==> src/rtl/spr_pkg.sv <==
package spr_pkg;

  // Register numbers whose position the core relies on
  localparam int unsigned NUM_VIEW_LAST = 7;
  localparam int unsigned NUM_MSP       = 8;
  localparam int unsigned NUM_PSP       = 9;
  localparam int unsigned NUM_PMASK     = 16;
  localparam int unsigned NUM_PRIO      = 17;
  localparam int unsigned NUM_FMASK     = 19;
  localparam int unsigned NUM_CTRL      = 20;

  localparam int unsigned CTRL_W     = 2;
  localparam int unsigned CTRL_SPSEL = 1;

  typedef enum logic [2:0] {
    TGT_NONE,
    TGT_VIEW,
    TGT_MSP,
    TGT_PSP,
    TGT_PMASK,
    TGT_PRIO,
    TGT_FMASK,
    TGT_CTRL
  } spr_tgt_e;

endpackage

==> src/rtl/spr_decode.sv <==
module spr_decode
  import spr_pkg::*;
#(
  parameter int unsigned SEL_W = 8
) (
  input  logic [SEL_W-1:0] sel,
  input  logic             priv,
  input  logic             rd_en,
  input  logic             wr_en,
  output spr_tgt_e         tgt,
  output logic             rd_ok,
  output logic             wr_ok,
  output logic             bad_acc
);

  logic known;
  logic open_to_user_rd;

  always_comb begin
    if (sel <= SEL_W'(NUM_VIEW_LAST))  tgt = TGT_VIEW;
    else if (sel == SEL_W'(NUM_MSP))   tgt = TGT_MSP;
    else if (sel == SEL_W'(NUM_PSP))   tgt = TGT_PSP;
    else if (sel == SEL_W'(NUM_PMASK)) tgt = TGT_PMASK;
    else if (sel == SEL_W'(NUM_PRIO))  tgt = TGT_PRIO;
    else if (sel == SEL_W'(NUM_FMASK)) tgt = TGT_FMASK;
    else if (sel == SEL_W'(NUM_CTRL))  tgt = TGT_CTRL;
    else                               tgt = TGT_NONE;
  end

  assign known           = (tgt != TGT_NONE);
  assign open_to_user_rd = (tgt == TGT_VIEW) || (tgt == TGT_CTRL);

  assign rd_ok   = rd_en && (priv ? known : open_to_user_rd);
  assign wr_ok   = wr_en && known && (priv || (tgt == TGT_VIEW));
  assign bad_acc = priv && (rd_en || wr_en) && !known;

endmodule

==> src/rtl/spr_psr_view.sv <==
module spr_psr_view #(
  parameter int unsigned DATA_W = 32,
  parameter int unsigned EXC_W  = 9,
  parameter int unsigned FLG_W  = 5
) (
  input  logic                    clk,
  input  logic                    rst_n,
  input  logic                    sel_exc,
  input  logic                    sel_noflg,
  input  logic                    priv,
  input  logic                    wr,
  input  logic [FLG_W-1:0]        wflags,
  input  logic [DATA_W-FLG_W-1:0] psr_low,
  output logic [FLG_W-1:0]        flags_q,
  output logic [DATA_W-1:0]       view_word
);

  // Field mask of one status view, from the number's bits and privilege
  function automatic logic [DATA_W-1:0] view_mask(input logic exc_bit,
                                                  input logic noflg_bit,
                                                  input logic p);
    logic [DATA_W-1:0] m;
    m = '0;
    if (exc_bit && p) m[EXC_W-1:0] = '1;
    if (!noflg_bit)   m[DATA_W-1 -: FLG_W] = '1;
    return m;
  endfunction

  logic flag_load;
  assign flag_load = wr && !sel_noflg;

  always_ff @(posedge clk or negedge rst_n) begin
    if (!rst_n)         flags_q <= '0;
    else if (flag_load) flags_q <= wflags;
  end

  assign view_word = {flags_q, psr_low} & view_mask(sel_exc, sel_noflg, priv);

  // a view write with bit 2 of the number set leaves the flags alone
  p_flags_kept_r6: assert property (@(posedge clk) disable iff (!rst_n)
    (wr && sel_noflg) |=> $stable(flags_q));

  // a view write with bit 2 clear loads the flags
  p_flags_load_r6: assert property (@(posedge clk) disable iff (!rst_n)
    (wr && !sel_noflg) |=> (flags_q == $past(wflags)));

endmodule

==> src/rtl/spr_stack_bank.sv <==
module spr_stack_bank #(
  parameter int unsigned DATA_W = 32
) (
  input  logic              clk,
  input  logic              rst_n,
  input  logic              psp_act,
  input  logic              wr_msp,
  input  logic              wr_psp,
  input  logic              swap,
  input  logic [DATA_W-1:0] wdata,
  output logic [DATA_W-1:0] live_q,
  output logic [DATA_W-1:0] bank_q,
  output logic [DATA_W-1:0] msp_rd,
  output logic [DATA_W-1:0] psp_rd
);

  logic live_wr;
  logic bank_wr;

  // The main pointer is live unless the process stack is active
  assign live_wr = (wr_msp && !psp_act) || (wr_psp && psp_act);
  assign bank_wr = (wr_msp && psp_act)  || (wr_psp && !psp_act);

  always_ff @(posedge clk or negedge rst_n) begin
    if (!rst_n) begin
      live_q <= '0;
      bank_q <= '0;
    end else if (swap) begin
      live_q <= bank_q;
      bank_q <= live_q;
    end else begin
      if (live_wr) live_q <= wdata;
      if (bank_wr) bank_q <= wdata;
    end
  end

  assign msp_rd = psp_act ? bank_q : live_q;
  assign psp_rd = psp_act ? live_q : bank_q;

  // a stack switch exchanges the two copies
  p_swap_r10: assert property (@(posedge clk) disable iff (!rst_n)
    swap |=> (live_q == $past(bank_q)) && (bank_q == $past(live_q)));

  // a main-pointer write with the main stack active hits the live copy
  p_msp_live_r8: assert property (@(posedge clk) disable iff (!rst_n)
    (wr_msp && !psp_act) |=> (live_q == $past(wdata)) && $stable(bank_q));

  // a process-pointer write with the main stack active hits the banked copy
  p_psp_bank_r8: assert property (@(posedge clk) disable iff (!rst_n)
    (wr_psp && !psp_act) |=> (bank_q == $past(wdata)) && $stable(live_q));

endmodule

==> src/rtl/spr_access_unit.sv <==
module spr_access_unit
  import spr_pkg::*;
#(
  parameter int unsigned DATA_W = 32,
  parameter int unsigned SEL_W  = 8,
  parameter int unsigned EXC_W  = 9,
  parameter int unsigned FLG_W  = 5,
  parameter int unsigned PRIO_W = 8
) (
  input  logic                    clk,
  input  logic                    rst_n,
  input  logic [SEL_W-1:0]        sel,
  input  logic                    rd_en,
  input  logic                    wr_en,
  input  logic [DATA_W-1:0]       wdata,
  input  logic                    priv,
  input  logic [DATA_W-FLG_W-1:0] psr_low,
  output logic [DATA_W-1:0]       rd_data,
  output logic                    err,
  output logic [FLG_W-1:0]        flags,
  output logic [DATA_W-1:0]       sp_live,
  output logic [DATA_W-1:0]       sp_banked,
  output logic                    primask,
  output logic [PRIO_W-1:0]       basepri,
  output logic                    faultmask,
  output logic [CTRL_W-1:0]       ctrl
);

  localparam int unsigned LOW_W = DATA_W - FLG_W;

  // Decode events, named for the assertions
  spr_tgt_e tgt;
  logic     rd_ok;
  logic     wr_ok;
  logic     bad_acc;

  spr_decode #(.SEL_W(SEL_W)) u_dec (
    .sel     (sel),
    .priv    (priv),
    .rd_en   (rd_en),
    .wr_en   (wr_en),
    .tgt     (tgt),
    .rd_ok   (rd_ok),
    .wr_ok   (wr_ok),
    .bad_acc (bad_acc)
  );

  logic wr_view;
  logic wr_msp;
  logic wr_psp;
  logic wr_pmask;
  logic wr_prio;
  logic wr_fmask;
  logic wr_ctrl;
  logic sp_swap;

  assign wr_view  = wr_ok && (tgt == TGT_VIEW);
  assign wr_msp   = wr_ok && (tgt == TGT_MSP);
  assign wr_psp   = wr_ok && (tgt == TGT_PSP);
  assign wr_pmask = wr_ok && (tgt == TGT_PMASK);
  assign wr_prio  = wr_ok && (tgt == TGT_PRIO);
  assign wr_fmask = wr_ok && (tgt == TGT_FMASK);
  assign wr_ctrl  = wr_ok && (tgt == TGT_CTRL);

  logic [CTRL_W-1:0] ctrl_q;
  assign sp_swap = wr_ctrl && (wdata[CTRL_SPSEL] != ctrl_q[CTRL_SPSEL]);

  // Status views
  logic [DATA_W-1:0] view_word;

  spr_psr_view #(
    .DATA_W (DATA_W),
    .EXC_W  (EXC_W),
    .FLG_W  (FLG_W)
  ) u_view (
    .clk       (clk),
    .rst_n     (rst_n),
    .sel_exc   (sel[0]),
    .sel_noflg (sel[2]),
    .priv      (priv),
    .wr        (wr_view),
    .wflags    (wdata[DATA_W-1 -: FLG_W]),
    .psr_low   (psr_low),
    .flags_q   (flags),
    .view_word (view_word)
  );

  // Stack pointers
  logic [DATA_W-1:0] msp_rd;
  logic [DATA_W-1:0] psp_rd;

  spr_stack_bank #(.DATA_W(DATA_W)) u_sp (
    .clk     (clk),
    .rst_n   (rst_n),
    .psp_act (ctrl_q[CTRL_SPSEL]),
    .wr_msp  (wr_msp),
    .wr_psp  (wr_psp),
    .swap    (sp_swap),
    .wdata   (wdata),
    .live_q  (sp_live),
    .bank_q  (sp_banked),
    .msp_rd  (msp_rd),
    .psp_rd  (psp_rd)
  );

  // Masks and control word
  logic              pmask_q;
  logic [PRIO_W-1:0] prio_q;
  logic              fmask_q;

  always_ff @(posedge clk or negedge rst_n) begin
    if (!rst_n) begin
      pmask_q <= 1'b0;
      prio_q  <= '0;
      fmask_q <= 1'b0;
      ctrl_q  <= '0;
    end else begin
      if (wr_pmask) pmask_q <= wdata[0];
      if (wr_prio)  prio_q  <= wdata[PRIO_W-1:0];
      if (wr_fmask) fmask_q <= wdata[0];
      if (wr_ctrl)  ctrl_q  <= wdata[CTRL_W-1:0];
    end
  end

  // Read selection
  logic [DATA_W-1:0] rd_mux;

  always_comb begin
    unique case (tgt)
      TGT_VIEW:  rd_mux = view_word;
      TGT_MSP:   rd_mux = msp_rd;
      TGT_PSP:   rd_mux = psp_rd;
      TGT_PMASK: rd_mux = DATA_W'(pmask_q);
      TGT_PRIO:  rd_mux = DATA_W'(prio_q);
      TGT_FMASK: rd_mux = DATA_W'(fmask_q);
      TGT_CTRL:  rd_mux = DATA_W'(ctrl_q);
      default:   rd_mux = '0;
    endcase
  end

  logic [DATA_W-1:0] rd_q;
  logic              err_q;

  always_ff @(posedge clk or negedge rst_n) begin
    if (!rst_n) begin
      rd_q  <= '0;
      err_q <= 1'b0;
    end else begin
      if (rd_en) rd_q <= rd_ok ? rd_mux : '0;
      err_q <= bad_acc;
    end
  end

  assign rd_data   = rd_q;
  assign err       = err_q;
  assign primask   = pmask_q;
  assign basepri   = prio_q;
  assign faultmask = fmask_q;
  assign ctrl      = ctrl_q;

  // execution-state bits never show through a status view
  p_exec_zero_r1: assert property (@(posedge clk) disable iff (!rst_n)
    (rd_en && (sel <= SEL_W'(NUM_VIEW_LAST))) |=> (rd_data[LOW_W-1:EXC_W] == '0));

  // the exception number stays hidden from unprivileged reads
  p_exc_hidden_r2: assert property (@(posedge clk) disable iff (!rst_n)
    (rd_en && !priv && (sel <= SEL_W'(NUM_VIEW_LAST))) |=> (rd_data[EXC_W-1:0] == '0));

  // unprivileged reads outside the views and control word give zero, no error
  p_user_rd_zero_r4: assert property (@(posedge clk) disable iff (!rst_n)
    (rd_en && !wr_en && !priv && (sel > SEL_W'(NUM_VIEW_LAST)) && (sel != SEL_W'(NUM_CTRL)))
      |=> (rd_data == '0) && !err);

  // unprivileged writes above 7 leave every state field alone
  p_user_wr_ignored_r5: assert property (@(posedge clk) disable iff (!rst_n)
    (wr_en && !priv && (sel > SEL_W'(NUM_VIEW_LAST)))
      |=> $stable({sp_live, sp_banked, primask, basepri, faultmask, ctrl}));

  // no strobe, no error in the next cycle
  p_err_quiet_r11: assert property (@(posedge clk) disable iff (!rst_n)
    (!rd_en && !wr_en) |=> !err);

  // read data holds while no read is strobed
  p_rd_hold_r12: assert property (@(posedge clk) disable iff (!rst_n)
    !rd_en |=> $stable(rd_data));

endmodule

==> config.mk <==
export PLATFORM = sky130hd
export DESIGN_NAME = spr_access_unit
export DESIGN_NICKNAME = d
export VERILOG_FILES = /design/src/rtl/spr_pkg.sv /design/src/rtl/spr_decode.sv /design/src/rtl/spr_psr_view.sv /design/src/rtl/spr_stack_bank.sv /design/src/rtl/spr_access_unit.sv
export SDC_FILE = /design/constraint.sdc
export NUM_CORES = 1
export LEC_CHECK = 0
export ABC_AREA = 1
export CORE_UTILIZATION = 40
export CTS_BUF_LIST = sky130_fd_sc_hd__clkbuf_2
export DETAILED_ROUTE_END_ITERATION = 10
export DONT_BUFFER_PORTS = 1
export SYNTH_ARGS = -nofsm -noshare
export SYNTH_HDL_FRONTEND = slang
export SYNTH_SLANG_ARGS = --single-unit
==> constraint.sdc <==
create_clock -name clk -period 4.4 [get_ports clk]
set_input_delay 0.22 -clock clk [delete_from_list [all_inputs] [get_ports clk]]
set_output_delay 0.22 -clock clk [all_outputs]
set_load 0.03 [all_outputs]
==> results.json, run 1 <==
{
  "outcome": "finished, final reports clean",
  "synth_top_area_share_pct": 42.5,
  "numCtsBuffers": 17,
  "hp-class": "input pin to flop",
  "syn_avg_cell_area_um2": 7.52,
  "synthFlopType": "dfrtp_1",
  "grt_max_degree": 115,
  "ys_seq_elements": 114,
  "clockRootBuffer": "clkbuf_2",
  "vdd_drop_max_v": 0.000167,
  "end_kind": "flop",
  "cp_slowest_cell": "nand3_2",
  "rsz0062_at_grt": "no",
  "post_route_cells_drive_above_1_share_pct": 9.94,
  "r2r_end": "rd_data[0]",
  "io_pins": 186,
  "crit_chain": "dlygate4sd3_1, nand2_1, dlygate4sd3_1, nor2_1, dlygate4sd3_1, nand2_1, nand3_1, nor2_1, nor2_4, nand4_4, buf_4, nand3_2, nand2_1, nand2_1",
  "slew_headroom_pct": 22.2,
  "nets": 996,
  "clock_latency_ps": 700,
  "syn_inst": 893,
  "tightest_slew_ps": 1170,
  "cp-startpoint": "sel[1]",
  "rows": 46,
  "synth_top_area_cell": "dfrtp_1",
  "crit_path_frequent_cell": "nand2_1",
  "clkSinkCount": 114,
  "die_h_um": 132,
  "htreeDepth": 4,
  "port_buffers": 0,
  "critical_path_class": "input pin to flop",
  "grt_usage_pct": 25.9,
  "synthTopCellsByArea": "dfrtp_1 (42%), nand2_1 (16%), nand4_1 (6.0%)",
  "postCtsResizedCells": 0,
  "core_area_um2": 16100,
  "start_kind": "input pin",
  "rr_worst_depth": 8,
  "grt_antenna_before_repair": 1,
  "grt_pass1_wl_mm": 35.5,
  "max_freq_mhz": 244,
  "worstPathRequired_ps": 5000,
  "skew_ps": 28.9,
  "crit_cells": 14,
  "yosysMostFrequentCell": "nand2_1",
  "grt_pass1_vias": 6424,
  "synthArstFlopShare_pct": 100,
  "drt_first_pass_iters": 5,
  "p_per_area_nw_per_um2": 263,
  "clk_pin_slew_ps": 170,
  "syn_to_final_growth_pct": 15.7,
  "synthTopCellsByCount": "nand2_1 (295), dfrtp_1 (114), nand3_1 (75)",
  "cp-endpoint": "u_sp.live_q[17]",
  "grt_remaining_overflow": 0,
  "path_buf_inv": 4,
  "ant_nets": 0,
  "wire_per_inst_um": 18.8,
  "finalSetupTns_ps": 0,
  "worst-path-max-fanout": 98,
  "dpl.hpwl_mm": 12.2,
  "cts.path.max_buffers": 2,
  "via_count": 6577,
  "dp_slack_ps": 1110,
  "drtIter0Drc": 373,
  "die_area_um2": 17300,
  "drv_cap": 0,
  "gp_congestion": 0.868,
  "start_util_pct": 41.7,
  "period_minus_slack_ps": 4100,
  "synth_seq_area_share_pct": 42.5,
  "setup_slack_ps": 303,
  "timing.final.max_slew_violations": 0,
  "synthDistinctLibCells": 34,
  "crit_family": "buffers and inverters",
  "syn-num-nets": 965,
  "arrival_ps": 4700,
  "fp.dieW_um": 132,
  "p_leak_nw": 3.85,
  "viasPerCell": 5.70,
  "rr_startpoint": "ctrl[1]",
  "r2r_slack_ps": 1170,
  "cpPeakStageDelay_ps": 930,
  "syn-cell-area_um2": 6710,
  "wl_mm": 21.7,
  "ys.warnings.count": 0,
  "timing_hold_violations_final": 0,
  "drc": 0,
  "finalSetupViolations": 0,
  "cts_tree": "done",
  "timing.final.crit_share_pct": 93.1,
  "synth_edf_count": 0
}
worst min-delay path by stage:
stage / startpoint / to / slack [ps] / depth (start not counted)
2_1_floorplan: rst_n / basepri[0] / -80 / 0
3_3_place_gp: rst_n / rd_data[5] / -70 / 0
3_5_place_dp: rst_n / rd_data[7] / -70 / 0
4_1_cts: sel[3] / faultmask / 20 / 5
5_1_grt: sel[3] / faultmask / 20 / 5
6_report: sel[3] / faultmask / 70 / 5
routing by layer:
layer  vias to the layer above  part of all wire, %  track usage (%)
met1                      3179                   43             32.5
met2                       240                   48             42.8
met3                        37                  7.1             6.64
li1                       3121                    -                -
met4                         0                  1.9             9.43
met5                         -                    0                0
layout make-up:
class	count	area [um^2]
well taps	216	270
clock inverters	13	191
inverters	33	124
repair buffers	81	798
clock buffers	18	90.1
multi-input cells	677	3440
flip-flops and latches	114	2850
fillers	1619	8350
diodes	1	2.50
registers in the layout (all words and copies together) (netlist names):
signal and count:
basepri 8, ctrl 2, err 1, faultmask 1, primask 1, rd_data 32
u_sp.bank_q 32, u_sp.live_q 32, u_view.flags_q 5
where the power goes:
part / leakage (nW) / total [mW] / switching, mW / internal, mW
combinational: 2.13 / 0.136 / 0.0837 / 0.0527
clock: 0.164 / 0.846 / 0.425 / 0.421
sequential: 1.56 / 1.06 / 0.0117 / 1.05
worst min-delay path, delay by kind of cell:
kind	cells	cell delay, ps
compound gates	3	240
simple gates	2	280
cells by family (layout without fill, tap and decap cells):
logic type	count (synthesis)	in the layout	synth area share [%]
buf+inv	102	145	6.78
other cells	0	1	0
compound gates	134	134	13.3
simple gates	537	537	36.5
flops	114	114	42.5
mux	5	5	0.839
xor+xnor	1	1	0.130
cell usage in the layout, fill, tap and decap left out, types with 5 or more instances in the layout:
cell type      synthesis  final
nand2_1              295    295
dfrtp_1              114    113
nand3_1               75     75
dlygate4sd3_1          0     68
nand4_1               64     64
nor2_1                58     58
o21ai_0               52     52
o211ai_1              37     37
inv_1                 28     28
or2_2                 26     26
a22o_1                24     24
clkbuf_2               0     18
buf_4                  4     12
clkinv_1               2      5
a21oi_1                5      5
o31ai_1                5      5
mux2_2                 5      5
bufinv_16              0      5
what timing repair did:
item / CTS / global route
hold endpoints to repair: 211 / 0
setup endpoints to repair: 0 / 0
setup buffers: 0 / 0
hold buffers: 69 / 0
metrics by stage:
step                cell area, um^2  power, mW  hold slack (ps)  std cells  utilization (%)
floorplan                      6710       1.14            -75.6        893                -
global placement               6770       1.15            -71.4       1052             42.0
detailed placement             6770       1.15            -71.1       1052             42.0
CTS                            7760       2.07             15.7       1152             48.2
global route                   7770       2.14             15.2       1153             48.2
finish                         7770       2.05             67.4       1153             48.2
No activity file was read; power rests on OpenSTA's default activity.
==> inputs of run 2 (changes only) <==
--- a/config.mk
+++ b/config.mk
@@ -10,6 +10,7 @@
 export CTS_BUF_LIST = sky130_fd_sc_hd__clkbuf_2
 export DETAILED_ROUTE_END_ITERATION = 10
 export DONT_BUFFER_PORTS = 1
+export MAX_ROUTING_LAYER = met4
 export SYNTH_ARGS = -nofsm -noshare
 export SYNTH_HDL_FRONTEND = slang
 export SYNTH_SLANG_ARGS = --single-unit
==> constraint.sdc (replaced) <==
create_clock -name clk -period 4.7 [get_ports clk]
set_input_delay 0.235 -clock clk [delete_from_list [all_inputs] [get_ports clk]]
set_output_delay 0.235 -clock clk [all_outputs]
set_load 0.03 [all_outputs]
==> run 2 against run 1 <==
Against the previous run:
- non-clock buffer count is the same
- core utilization shrank 0.12 points
- count of clock-buffer cells in the layout grew 1
- register-to-register slack gained 670 ps
- critical endpoint is now u_sp.live_q[10]
- largest cell class unchanged
- highest routed layer unchanged
==> results.json, run 2 (synthesized netlist as in run 1, its figures left out) <==
{
  "outcome": "finished, final reports clean",
  "p_per_area_nw_per_um2": 241,
  "finalSetupTns_ps": 0,
  "syn_to_final_growth_pct": 15.4,
  "dp_slack_ps": 2110,
  "fin_util_pct": 48.1,
  "multi_input_area_um2": 3440,
  "grt_pass1_vias": 6364,
  "final_common_cell": "nand2_1",
  "vdd_drop_max_v": 0.000122,
  "drv_cap": 0,
  "cts_tree": "done",
  "clk_pin_slew_ps": 160,
  "rsz0062_at_grt": "no",
  "max_freq_mhz": 303,
  "swShare_pct": 26.2,
  "finalSetupViolations": 0,
  "worstPathRequired_ps": 5280,
  "grt_pass1_wl_mm": 35.2,
  "viasPerCell": 5.69,
  "p_leak_nw": 3.83,
  "rows": 46,
  "grt_max_degree": 115,
  "timing_hold_violations_final": 0,
  "drt_first_pass_iters": 5,
  "timing.final.crit_share_pct": 70.2,
  "end_kind": "flop",
  "start_kind": "input pin",
  "clockRootBuffer": "clkbuf_2",
  "final_cell_mix": "nand2_1 (295), dfrtp_1 (113), nand3_1 (75), dlygate4sd3_1 (68), nand4_1 (64)",
  "via_count": 6567,
  "wl_mm": 21.6,
  "numCtsBuffers": 17,
  "stdcell_area_um2": 7750,
  "port_buffers": 0,
  "power_frac_clock_pct": 39.8,
  "seqPwrFrac_pct": 53.3,
  "ff_latch_area_um2": 2850,
  "drc": 0,
  "slew_headroom_pct": 23.0,
  "grt_antenna_before_repair": 1,
  "grt_remaining_overflow": 0,
  "gp_congestion": 0.851,
  "start_util_pct": 41.7,
  "wire_per_inst_um": 18.7,
  "setup_slack_ps": 1400,
  "dpl.hpwl_mm": 12.5,
  "fp.dieW_um": 132,
  "timing.final.max_slew_violations": 0,
  "clock_latency_ps": 700,
  "drtIter0Drc": 483,
  "nets": 996,
  "fill_cells": 1591,
  "p_sw_mw": 0.489,
  "hp-class": "input pin to flop",
  "fin_total_pwr_mw": 1.87,
  "die_h_um": 132,
  "critical_path_class": "input pin to flop",
  "die_area_um2": 17300,
  "cts.path.max_buffers": 2,
  "post_route_cells_drive_above_1_share_pct": 10.1,
  "core_area_um2": 16100,
  "io_pins": 186,
  "p_int_mw": 1.38,
  "clkSinkCount": 114,
  "tightest_slew_ps": 1150,
  "ant_nets": 0,
  "worst-path-max-fanout": 77,
  "dpl_cell_area_um2": 6770,
  "combPwrFrac_pct": 6.9,
  "grt_usage_pct": 26.3,
  "skew_ps": 21.3,
  "htreeDepth": 4,
  "arrival_ps": 3870,
  "period_minus_slack_ps": 3300
}
run 2: cell types whose count changed in the layout (fill, tap and decap cells not counted), sizes merged:
cell and change:
bufinv -1, clkbuf +1, clkinvlp +1
run 2: final timing paths:
path,to,cells after the start,start,slack (ps)
min in group asynchronous,rd_data[10],2,rst_n,130
max in group asynchronous,ctrl[1],2,rst_n,4030
hold reg to reg,basepri[4],2,basepri[4],710
setup reg to reg,rd_data[5],8,ctrl[1],1840
hold / removal,rd_data[7],4,rd_en,70
setup / recovery,u_sp.live_q[10],15,sel[1],1400
run 2: timing repair:
action,CTS,global route
setup buffers,0,0
hold buffers,69,0
hold endpoints to repair,209,0
gates resized for setup,0,0
run 2: critical path, stage by stage:
cell and delay, ps:
dlygate4sd3_1 610, nand2_1 90, dlygate4sd3_1 560, nor2_1 110
dlygate4sd3_1 560, nand2_1 70, nand3_1 100, nor2_1 70
nor2_4 210, nand4_4 340, buf_4 500, nand2_1 180
nand2_1 70, nand2_1 60, nand2_1 80
run 2: cell type report:
class | instances | area share [%]
clock buffer | 19 | 1.23
inverter | 33 | 1.60
antenna | 1 | 0.0323
tap | 216 | 3.49
timing repair buffer | 81 | 10.3
multi-input combinational | 677 | 44.4
clock inverter | 13 | 2.15
sequential | 114 | 36.8
run 2: power groups by stage:
stage | Sequential (mW) | Combinational (mW) | Clock, mW
after global placement | 1.01 | 0.0642 | 0
final | 0.996 | 0.128 | 0.744
after global routing | 0.997 | 0.143 | 0.799
after detailed placement | 1.01 | 0.0645 | 0
after CTS | 0.996 | 0.128 | 0.761
after floorplan | 1.01 | 0.0522 | 0
run 2: through the flow:
step | hold WS, ps | instances
floorplan | -60.6 | 893
global placement | -56.8 | 1052
detailed placement | -55.4 | 1052
CTS | 5.33 | 1153
global route | 81.3 | 1154
finish | 71.0 | 1154
run 2: routing by layer:
metal | up-vias | GRT usage, % | wire length, um
li1 | 3129 | - | -
met1 | 3164 | 32.3 | 9290
met2 | 252 | 42.3 | 10500
met3 | 22 | 6.02 | 1500
met4 | 0 | 9.50 | 308
met5 | - | - | 0
